## src/rtl/fcd_pkg.sv

```systemverilog
package fcd_pkg;

    localparam int KEY_ADDR_W = 12;
    localparam logic [KEY_ADDR_W-1:0] KEY_ADDR_A = 12'h555;
    localparam logic [KEY_ADDR_W-1:0] KEY_ADDR_B = 12'h2AA;

    localparam logic [7:0] CODE_KEY1   = 8'hAA;
    localparam logic [7:0] CODE_KEY2   = 8'h55;
    localparam logic [7:0] CODE_PROG   = 8'hA0;
    localparam logic [7:0] CODE_ERASE  = 8'h80;
    localparam logic [7:0] CODE_ID_ON  = 8'h90;
    localparam logic [7:0] CODE_ID_OFF = 8'hF0;
    localparam logic [7:0] CODE_CHIP   = 8'h10;
    localparam logic [7:0] CODE_SECT   = 8'h30;
    localparam logic [7:0] CODE_BLK    = 8'h50;
    localparam logic [7:0] CODE_SUSP   = 8'hB0;
    localparam logic [7:0] CODE_RESUME = 8'h30;

    localparam logic [15:0] ID_WORD_MAKER = 16'h00BF;
    localparam logic [15:0] ID_WORD_PART  = 16'h734B;

    typedef enum logic [2:0] {
        ST_IDLE,
        ST_KEY1,
        ST_KEY2,
        ST_PDATA,
        ST_EKEY3,
        ST_EKEY4,
        ST_ESEL
    } seq_state_t;

    localparam int N_REQ = 9;

    typedef enum logic [3:0] {
        RQ_NONE,
        RQ_PROG,
        RQ_CHIP,
        RQ_SECT,
        RQ_BLK,
        RQ_SUSP,
        RQ_RESUME,
        RQ_ID_ON,
        RQ_ID_OFF
    } req_kind_t;

    typedef struct packed {
        logic       key1;
        logic       key2;
        logic       at_a;
        logic [7:0] code;
    } bus_key_t;

endpackage

```

## src/rtl/fcd_key_match.sv

```systemverilog
module fcd_key_match
    import fcd_pkg::*;
(
    input  logic [KEY_ADDR_W-1:0] addr_lo,
    input  logic [7:0]            data_lo,
    output bus_key_t              key
);
    logic at_a;
    logic at_b;

    always_comb begin
        at_a     = (addr_lo == KEY_ADDR_A);
        at_b     = (addr_lo == KEY_ADDR_B);
        key.at_a = at_a;
        key.code = data_lo;
        key.key1 = at_a && (data_lo == CODE_KEY1);
        key.key2 = at_b && (data_lo == CODE_KEY2);
    end
endmodule

```

## src/rtl/fcd_region_guard.sv

```systemverilog
module fcd_region_guard #(
    parameter int HI_W      = 9,
    parameter int BLK_SHIFT = 4
) (
    input  logic            suspended,
    input  logic            susp_block,
    input  logic [HI_W-1:0] susp_hi,
    input  logic [HI_W-1:0] tgt_hi,
    output logic            blocked
);
    localparam int BLK_W = HI_W - BLK_SHIFT;

    logic same_sector;
    logic same_block;

    always_comb begin
        same_sector = (tgt_hi == susp_hi);
        same_block  = (tgt_hi[HI_W-1 -: BLK_W] == susp_hi[HI_W-1 -: BLK_W]);
        blocked     = suspended && (susp_block ? same_block : same_sector);
    end
endmodule

```

## src/rtl/fcd_id_rom.sv

```systemverilog
module fcd_id_rom
    import fcd_pkg::*;
#(
    parameter int ADDR_W = 20,
    parameter int DATA_W = 16,
    parameter int BANK_W = 2
) (
    input  logic              id_mode,
    input  logic [ADDR_W-1:0] rd_addr,
    output logic [DATA_W-1:0] id_data
);
    localparam int OFS_W = ADDR_W - BANK_W;

    logic [BANK_W-1:0] bank;
    logic [OFS_W-1:0]  ofs;

    always_comb begin
        bank    = rd_addr[ADDR_W-1 -: BANK_W];
        ofs     = rd_addr[OFS_W-1:0];
        id_data = '0;
        if (id_mode && bank == '0) begin
            if (ofs == OFS_W'(0))
                id_data = DATA_W'(ID_WORD_MAKER);
            else if (ofs == OFS_W'(1))
                id_data = DATA_W'(ID_WORD_PART);
        end
    end
endmodule

```

## src/rtl/fcd_seq_fsm.sv

```systemverilog
module fcd_seq_fsm
    import fcd_pkg::*;
(
    input  logic      clk,
    input  logic      rst_n,
    input  logic      wr_valid,
    input  bus_key_t  key,
    input  logic      busy_pgm,
    input  logic      erase_run,
    input  logic      suspended,
    input  logic      blocked,
    output req_kind_t kind_d
);
    seq_state_t state_q;
    seq_state_t state_d;

    always_ff @(posedge clk) begin
        if (!rst_n)
            state_q <= ST_IDLE;
        else
            state_q <= state_d;
    end

    always_comb begin
        state_d = state_q;
        kind_d  = RQ_NONE;
        if (busy_pgm) begin
            state_d = ST_IDLE;
        end else if (erase_run) begin
            state_d = ST_IDLE;
            if (wr_valid && key.code == CODE_SUSP)
                kind_d = RQ_SUSP;
        end else if (wr_valid) begin
            state_d = ST_IDLE;
            if (state_q == ST_PDATA) begin
                if (!blocked)
                    kind_d = RQ_PROG;
            end else if (key.code == CODE_ID_OFF) begin
                kind_d = RQ_ID_OFF;
            end else begin
                unique case (state_q)
                    ST_IDLE: begin
                        if (key.key1)
                            state_d = ST_KEY1;
                        else if (suspended && key.code == CODE_RESUME)
                            kind_d = RQ_RESUME;
                    end
                    ST_KEY1: begin
                        if (key.key2)
                            state_d = ST_KEY2;
                    end
                    ST_KEY2: begin
                        if (key.at_a) begin
                            if (key.code == CODE_PROG)
                                state_d = ST_PDATA;
                            else if (key.code == CODE_ERASE)
                                state_d = ST_EKEY3;
                            else if (key.code == CODE_ID_ON)
                                kind_d = RQ_ID_ON;
                        end
                    end
                    ST_EKEY3: begin
                        if (key.key1)
                            state_d = ST_EKEY4;
                    end
                    ST_EKEY4: begin
                        if (key.key2)
                            state_d = ST_ESEL;
                    end
                    ST_ESEL: begin
                        if (!suspended) begin
                            if (key.at_a && key.code == CODE_CHIP)
                                kind_d = RQ_CHIP;
                            else if (key.code == CODE_SECT)
                                kind_d = RQ_SECT;
                            else if (key.code == CODE_BLK)
                                kind_d = RQ_BLK;
                        end
                    end
                    ST_PDATA: begin
                        state_d = ST_IDLE;
                    end
                    default: begin
                        state_d = ST_IDLE;
                    end
                endcase
            end
        end
    end


    held_idle_chk: assert property (@(posedge clk) disable iff (!rst_n)
        $past(busy_pgm || erase_run) |-> state_q == ST_IDLE);


    pdata_entry_chk: assert property (@(posedge clk) disable iff (!rst_n)
        state_q == ST_PDATA |-> $past(state_q) == ST_KEY2 || $past(state_q) == ST_PDATA);

endmodule

```

## src/rtl/flash_cmd_decoder.sv

```systemverilog
module flash_cmd_decoder
    import fcd_pkg::*;
#(
    parameter int ADDR_W   = 20,
    parameter int DATA_W   = 16,
    parameter int SECT_LSB = 11,
    parameter int BLK_LSB  = 15,
    parameter int BANK_W   = 2
) (
    input  logic              clk,
    input  logic              rst_n,
    input  logic              wr_valid,
    input  logic [ADDR_W-1:0] wr_addr,
    input  logic [DATA_W-1:0] wr_data,
    input  logic              busy_pgm,
    input  logic              busy_erase,
    input  logic              suspended,
    input  logic [ADDR_W-1:0] susp_addr,
    input  logic              susp_block,
    input  logic [ADDR_W-1:0] rd_addr,
    output logic              req_program,
    output logic              req_chip_erase,
    output logic              req_sector_erase,
    output logic              req_block_erase,
    output logic              req_suspend,
    output logic              req_resume,
    output logic              req_id_enter,
    output logic              req_id_exit,
    output logic [ADDR_W-1:0] req_addr,
    output logic [DATA_W-1:0] req_data,
    output logic              id_mode,
    output logic [DATA_W-1:0] id_data
);
    localparam int HI_W      = ADDR_W - SECT_LSB;
    localparam int BLK_SHIFT = BLK_LSB - SECT_LSB;

    bus_key_t          key;
    logic              erase_run;
    logic              blocked;
    req_kind_t         kind_d;
    req_kind_t         kind_q;
    logic [ADDR_W-1:0] addr_q;
    logic [DATA_W-1:0] data_q;
    logic              id_q;
    logic [N_REQ-1:0]  req_vec;

    assign erase_run = busy_erase && !suspended;

    fcd_key_match u_match (
        .addr_lo (wr_addr[KEY_ADDR_W-1:0]),
        .data_lo (wr_data[7:0]),
        .key     (key)
    );

    fcd_region_guard #(
        .HI_W      (HI_W),
        .BLK_SHIFT (BLK_SHIFT)
    ) u_guard (
        .suspended  (suspended),
        .susp_block (susp_block),
        .susp_hi    (susp_addr[ADDR_W-1:SECT_LSB]),
        .tgt_hi     (wr_addr[ADDR_W-1:SECT_LSB]),
        .blocked    (blocked)
    );

    fcd_seq_fsm u_fsm (
        .clk       (clk),
        .rst_n     (rst_n),
        .wr_valid  (wr_valid),
        .key       (key),
        .busy_pgm  (busy_pgm),
        .erase_run (erase_run),
        .suspended (suspended),
        .blocked   (blocked),
        .kind_d    (kind_d)
    );

    fcd_id_rom #(
        .ADDR_W (ADDR_W),
        .DATA_W (DATA_W),
        .BANK_W (BANK_W)
    ) u_id (
        .id_mode (id_q),
        .rd_addr (rd_addr),
        .id_data (id_data)
    );

    always_ff @(posedge clk) begin
        if (!rst_n) begin
            kind_q <= RQ_NONE;
            addr_q <= '0;
            data_q <= '0;
            id_q   <= 1'b0;
        end else begin
            kind_q <= kind_d;
            if (kind_d != RQ_NONE) begin
                addr_q <= wr_addr;
                data_q <= wr_data;
            end
            if (kind_d == RQ_ID_ON)
                id_q <= 1'b1;
            else if (kind_d == RQ_ID_OFF)
                id_q <= 1'b0;
        end
    end

    for (genvar k = 0; k < N_REQ; k++) begin : g_req
        assign req_vec[k] = (kind_q == req_kind_t'(k));
    end

    assign req_program      = req_vec[RQ_PROG];
    assign req_chip_erase   = req_vec[RQ_CHIP];
    assign req_sector_erase = req_vec[RQ_SECT];
    assign req_block_erase  = req_vec[RQ_BLK];
    assign req_suspend      = req_vec[RQ_SUSP];
    assign req_resume       = req_vec[RQ_RESUME];
    assign req_id_enter     = req_vec[RQ_ID_ON];
    assign req_id_exit      = req_vec[RQ_ID_OFF];
    assign req_addr         = addr_q;
    assign req_data         = data_q;
    assign id_mode          = id_q;


    busy_quiet_chk: assert property (@(posedge clk) disable iff (!rst_n)
        $past(busy_pgm) |-> !(req_program || req_chip_erase || req_sector_erase ||
            req_block_erase || req_suspend || req_resume || req_id_enter || req_id_exit));


    susp_region_chk: assert property (@(posedge clk) disable iff (!rst_n)
        req_program && $past(suspended) |->
            ($past(susp_block) ? ((req_addr >> BLK_LSB) != ($past(susp_addr) >> BLK_LSB))
                               : ((req_addr >> SECT_LSB) != ($past(susp_addr) >> SECT_LSB))));


    id_rise_chk: assert property (@(posedge clk) disable iff (!rst_n)
        $rose(id_mode) |-> req_id_enter);


    id_fall_chk: assert property (@(posedge clk) disable iff (!rst_n)
        $fell(id_mode) |-> req_id_exit);


    suspend_src_chk: assert property (@(posedge clk) disable iff (!rst_n)
        req_suspend |-> $past(busy_erase && !suspended && !busy_pgm && wr_valid));


    prog_pulse_chk: assert property (@(posedge clk) disable iff (!rst_n)
        req_program |=> !req_program);

endmodule

```

## config.mk

```make
export PLATFORM = sky130hd
export DESIGN_NAME = flash_cmd_decoder
export DESIGN_NICKNAME = d
export VERILOG_FILES = /design/src/rtl/fcd_pkg.sv /design/src/rtl/fcd_key_match.sv /design/src/rtl/fcd_region_guard.sv /design/src/rtl/fcd_id_rom.sv /design/src/rtl/fcd_seq_fsm.sv /design/src/rtl/flash_cmd_decoder.sv
export SDC_FILE = /design/constraint.sdc
export NUM_CORES = 1
export LEC_CHECK = 0
export BUFFER_PORTS_ARGS = -buffer_cell sky130_fd_sc_hd__buf_2
export CORE_MARGIN = 4
export CORE_UTILIZATION = 45
export CTS_CLUSTER_DIAMETER = 120
export CTS_CLUSTER_SIZE = 12
export DETAILED_ROUTE_END_ITERATION = 8
export PLACE_DENSITY = 0.83
export SLEW_MARGIN = 10
export SYNTH_ARGS = -nofsm -noshare
export SYNTH_HDL_FRONTEND = slang
export SYNTH_HIERARCHICAL = 1
export SYNTH_SLANG_ARGS = --single-unit
```

## constraint.sdc

```tcl
create_clock -name clk -period 2.6 [get_ports clk]
set_clock_uncertainty 0.1 [all_clocks]
set_input_delay 0.39 -clock clk [delete_from_list [all_inputs] [get_ports clk]]
set_output_delay 0.39 -clock clk [all_outputs]
set_load 0.02 [all_outputs]
```

---- After elaboration in Yosys (flattened, before gate mapping) ----
Index checks and enable logic that the tools add are counted.
cells by class
  equality and inequality tests ........... 31
  muxes and demuxes ....................... 34
  bitwise operators ....................... 1
  reduce and logical (&&, ||, !) cells .... 15
operators by type and width
  cell                  count
  $eq 8x8->1 const B    6
  $mux 4                12
  $mux 3                11
  $mux 16               2
  $eq 4x3->1 const B    5
  $eq 18x1->1 const B   1
  $logic_not 18->1      1
  $eq 8x7->1 const B    2
  $mux 15               1
  $pmux 3 s5            1
  $eq 12x10->1 const B  1
  $eq 12x11->1 const B  1
  $pmux 4 s3            1
  $eq 3x3->1 const B    3
  $eq 9x9->1            1
  $eq 4x2->1 const B    2
  $eq 4x4->1 const B    2
  $eq 8x5->1 const B    1
  $eq 8x6->1 const B    1
  $logic_and 1x1->1     8
  $eq 3x2->1 const B    2
  $eq 5x5->1            1
  $mux 1                5
  $eq 4x1->1 const B    1
  9 further kinds       9
word-level totals
  register bits after elaboration ......... 44
  bits of input ports ..................... 83
  output and inout bits ................... 61
  word-level logic and storage cells ...... 86

---- Logic depth before layout (Yosys ltp) ----
  depth in word-level cells ............... 14
  mapped depth ............................ 11
  gate-level depth less buffers ........... 8

---- Hierarchy ----
The synthesis kept the hierarchy.
by module, submodules not included
  module             instances  cells each  area each (µm²)  seq. area each (µm²)
  flash_cmd_decoder  1          185         1,704.1          820.8
  fcd_seq_fsm        1          59          425.4            60.1
  fcd_key_match      1          24          193.9            0.0
  fcd_id_rom         1          24          163.9            0.0
  fcd_region_guard   1          13          102.6            0.0

---- Worst setup path before layout ----
OpenSTA, ideal clock, no wires.
  path kind ............................... input -> register
  from .................................... input wr_addr[1]
  to ...................................... register addr_q[0] (netlist: req_addr[0])
  setup time .............................. 0.072 ns
  arrival ................................. 2.256 ns
  required time ........................... 2.428 ns
  slack ................................... 0.172 ns
  stages on the path ...................... 10
  buffers on the path ..................... 2
  cell sequence ........................... nor4bb_1 and3_1 and3_1 nor4b_1 a31o_1 o211a_1 nor4_2 buf_6 buf_12 mux2i_1
RTL lines
  what                  line                     RTL
  from (decl)           flash_cmd_decoder.sv:13  input logic [ADDR_W-1:0] wr_addr,
  to (signal assigned)  flash_cmd_decoder.sv:97  addr_q <= wr_addr;
  to (decl)             flash_cmd_decoder.sv:42  logic [ADDR_W-1:0] addr_q;

==> metrics.md <==
| Metric | Value |
|---|---|
| Chip height | `83.9 um` |
| WP data arrival | `2.61 ns` |
| Boundary pin count | `144` |
| Layout cells sized above 1 | `0.411` |
| Initial antenna violation count | `0` |
| Iteration-0 DRC Markers | `111` |
| Overall Global Routing Usage | `0.184` |
| Core area | `0.00554 mm^2` |
| Rel. slew slack | `0.532` |
| Worst Setup Start Kind | `primary input` |
| Antenna viol nets, final | `0` |
| Origin of the worst min-delay path | `wr_data[15]` |
| Yosys top cell area share | `0.340` |
| Worst-Margin Slew | `0.692 ns` |
| Fin area | `approximately 0.0034 mm^2` |
| Synth warn | `6` |
| F_max | `400 MHz` |
| Detailed placement HPWL | `approximately 5300 um` |
| Hold crit path type | `in2reg` |
| Die Footprint | `0.00703 mm^2` |
| Pwr/cell area | `around 440 mW/mm^2` |
| Cell Count, Final, Fillers Out | `507` |
| Fin. Hold Viols | `0` |
| Worst vdd ir | `377 uV` |
| Register area share after synthesis | `0.340` |
| Vias | `between 2,000 and 3,000` |
| # DRC | `0` |
| Mapped Avg Cell Area | `~8.5 um^2` |
| CTS H-tree depth | `2` |
| Hold buffers post-CTS | `0` |
| Max-cap violations | `0` |
| Vias in the first global route | `2,480` |
| Slew Limit Fails | `0` |
| Dpl cells | `495` |
| Worst path required time | `2.72 ns` |
| Buffers on Ports | `129` |
| Clk root buf | `clkbuf_8` |
| Final WL | `7030 um` |
| FF+latch count, synth | `44` |
| Lkg Pwr | `1.83 nW` |
| Layout area overhead | `32.5%` |
| R2r startpoint | `u_fsm/state_q[0]$_SDFFE_PP0P_` |
| Starting Density | `0.467` |
| CTS clk-pin slew, worst paths | `0.08 ns` |
| Status | `finished, final reports clean` |
| Critical Path Sink Type | `flip-flop` |
| CTS tree | `done` |
| DR vias/cell | `5.06` |
| CP Launch Point | `wr_addr[7]` |
| CTS buffer count | `5` |
| Pin count of the biggest net entering global routing | `48` |
| Gate Count Post-Synth | `about 310` |
| Die width | `83.9 um` |
| Unique masters post-synth | `47` |
| Latest clock arrival within the worst-skew pair | `0.28 ns` |
| First-pass DRT Iterations | `5` |
| Row cnt | `27` |
| First-pass GRT wire length | `10,900 um` |
| Clock Path Buffers | `2` |
| Final Cycle Share | `0.960` |
| FILL cells | `approximately 470` |
| Ant. Diodes | `0` |
| Post-synth top area cell | `dfxtp_1` |
| Clock net sink count | `44` |
| Final min period | `2.50 ns` |
| Final setup vio count | `0` |
| Synthesized area | `around 0.0026 mm^2` |
| Setup Crit Path Kind | `in2reg` |
| Grt ovf | `0` |
| Synth area leaders | `dfxtp_1 34%, mux2i_1 14%, nand2_1 12%` |
| GPL Wtd Cong | `about 0.85` |
| Crit Path Max Fanout | `18` |
| Area after DPL | `0.00325 mm^2` |
| Nets | `517` |
| Avg WL per Cell | `between 10 and 15 um` |
-- final timing paths --
path                               end  slack (ns)  depth (start not counted)
min          req_data[15]$_SDFFE_PN0P_        0.24                          3
max reg2reg   req_addr[0]$_SDFFE_PN0P_        0.34                          8
min reg2reg  req_data[10]$_SDFFE_PN0P_        0.36                          2
max           req_addr[0]$_SDFFE_PN0P_        0.10                         11
-- placed cells by master (no fill, tap or decap), types with 4 or more instances in the layout --
cell      count
o21ai_0       4
mux2i_1      34
clkbuf_8      5
dfxtp_1      44
xnor2_1       9
nor2b_1       4
nor4b_1       5
nand4_1       6
nor3_1        9
nor2_1       14
and2_1        4
nand2b_1      5
buf_2       129
nand2_1      80
nor4bb_1      6
buf_4        26
-- sequential cells by signal (all words and copies together), names as in the netlist --
name           count
id_mode            1
kind_q             4
req_addr          20
req_data          16
u_fsm/state_q      3
-- what timing repair did --
action	in CTS	in global routing
endpoints found under the setup margin	0	36
buffers inserted	0	2
endpoints found under the hold margin	0	0
resized for setup	0	8
-- worst max-delay path: stages --
cell and delay (ns):
buf_2 0.11, nor4bb_2 0.29, and3_1 0.24, and3_4 0.19, nor4b_1 0.05, a31o_1 0.24
o211a_1 0.25, nor4_4 0.28, buf_4 0.19, buf_12 0.18, mux2i_1 0.20
-- metrics by stage --
stage	total power, W	setup slack (ns)	hold slack [ns]	TNS [ns]	utilization
after floorplan	0.000889	0.172	0.429	0	-
after global placement	0.000992	-0.118	0.341	-4.03	0.586
after detailed placement	0.00100	-0.258	0.351	-8.21	0.586
after CTS	0.00149	0.0348	0.236	0	0.606
after global routing	0.00157	-0.0359	0.243	-0.344	0.619
final	0.00150	0.103	0.242	0	0.619
-- cell usage after synthesis (all sizes together) --
| cell type | number |
|---|---|
| xnor2 | 9 |
| dfxtp | 44 |
| or4b | 1 |
| nand2b | 5 |
| conb | 1 |
| a41o | 1 |
| nand3b | 2 |
| nor4b | 6 |
| mux2i | 36 |
| nor2 | 14 |
| or4 | 1 |
| a41oi | 1 |
| nand4 | 6 |
| nand2 | 81 |
| o221a | 1 |
| a221oi | 1 |
| nor4bb | 7 |
| a211oi | 1 |
| a31oi | 2 |
| o21bai | 1 |
| inv | 3 |
| nor3 | 10 |
| a21oi | 2 |
| nand4bb | 1 |
| and2 | 5 |
| o211a | 1 |
| and3 | 4 |
| nor4 | 6 |
| a21boi | 2 |
| nor2b | 4 |
| clkbuf | 6 |
| buf | 32 |
| a31o | 2 |
| nor3b | 1 |
| o21ai | 4 |
| nand3 | 1 |
-- metal layers --
layer	wire length, um	share of wire	GRT usage	vias to the layer above
li1	-	-	-	1284
met1	2820	0.40	0.207	1171
met2	3560	0.51	0.330	102
met3	526	0.075	0.0533	10
met4	117	0.017	0.0629	0
met5	0	0	0	-
-- layout make-up --
type                       instances  area, um^2  share of cell area
multi-input combinational        222        1440               0.420
timing repair buffer             158         901               0.263
sequential                        44         881               0.257
tap                               72        90.1              0.0263
clock buffer                       6        72.6              0.0212
clock inverter                     2        35.0              0.0102
inverter                           3        11.3             0.00328
-- power by group --
group	internal, W	switching (W)	leakage (nW)	total [W]
combinational	0.000138	0.000155	1.42	0.000293
sequential	0.000697	0.0000114	0.357	0.000708
clock	0.000285	0.000210	0.0552	0.000495
-- logic make-up after synthesis --
kind of cell              Yosys count  share of synthesized area
and+or+nand+nor                   155                      0.318
DFF                                44                      0.340
buffers and inverters              41                      0.117
muxes                              36                      0.139
AOI/OAI and AO/OA                  19                     0.0536
xor gates and xnor gates            9                     0.0304
other                               1                    0.00145
No activity file was read; power rests on OpenSTA's default activity.
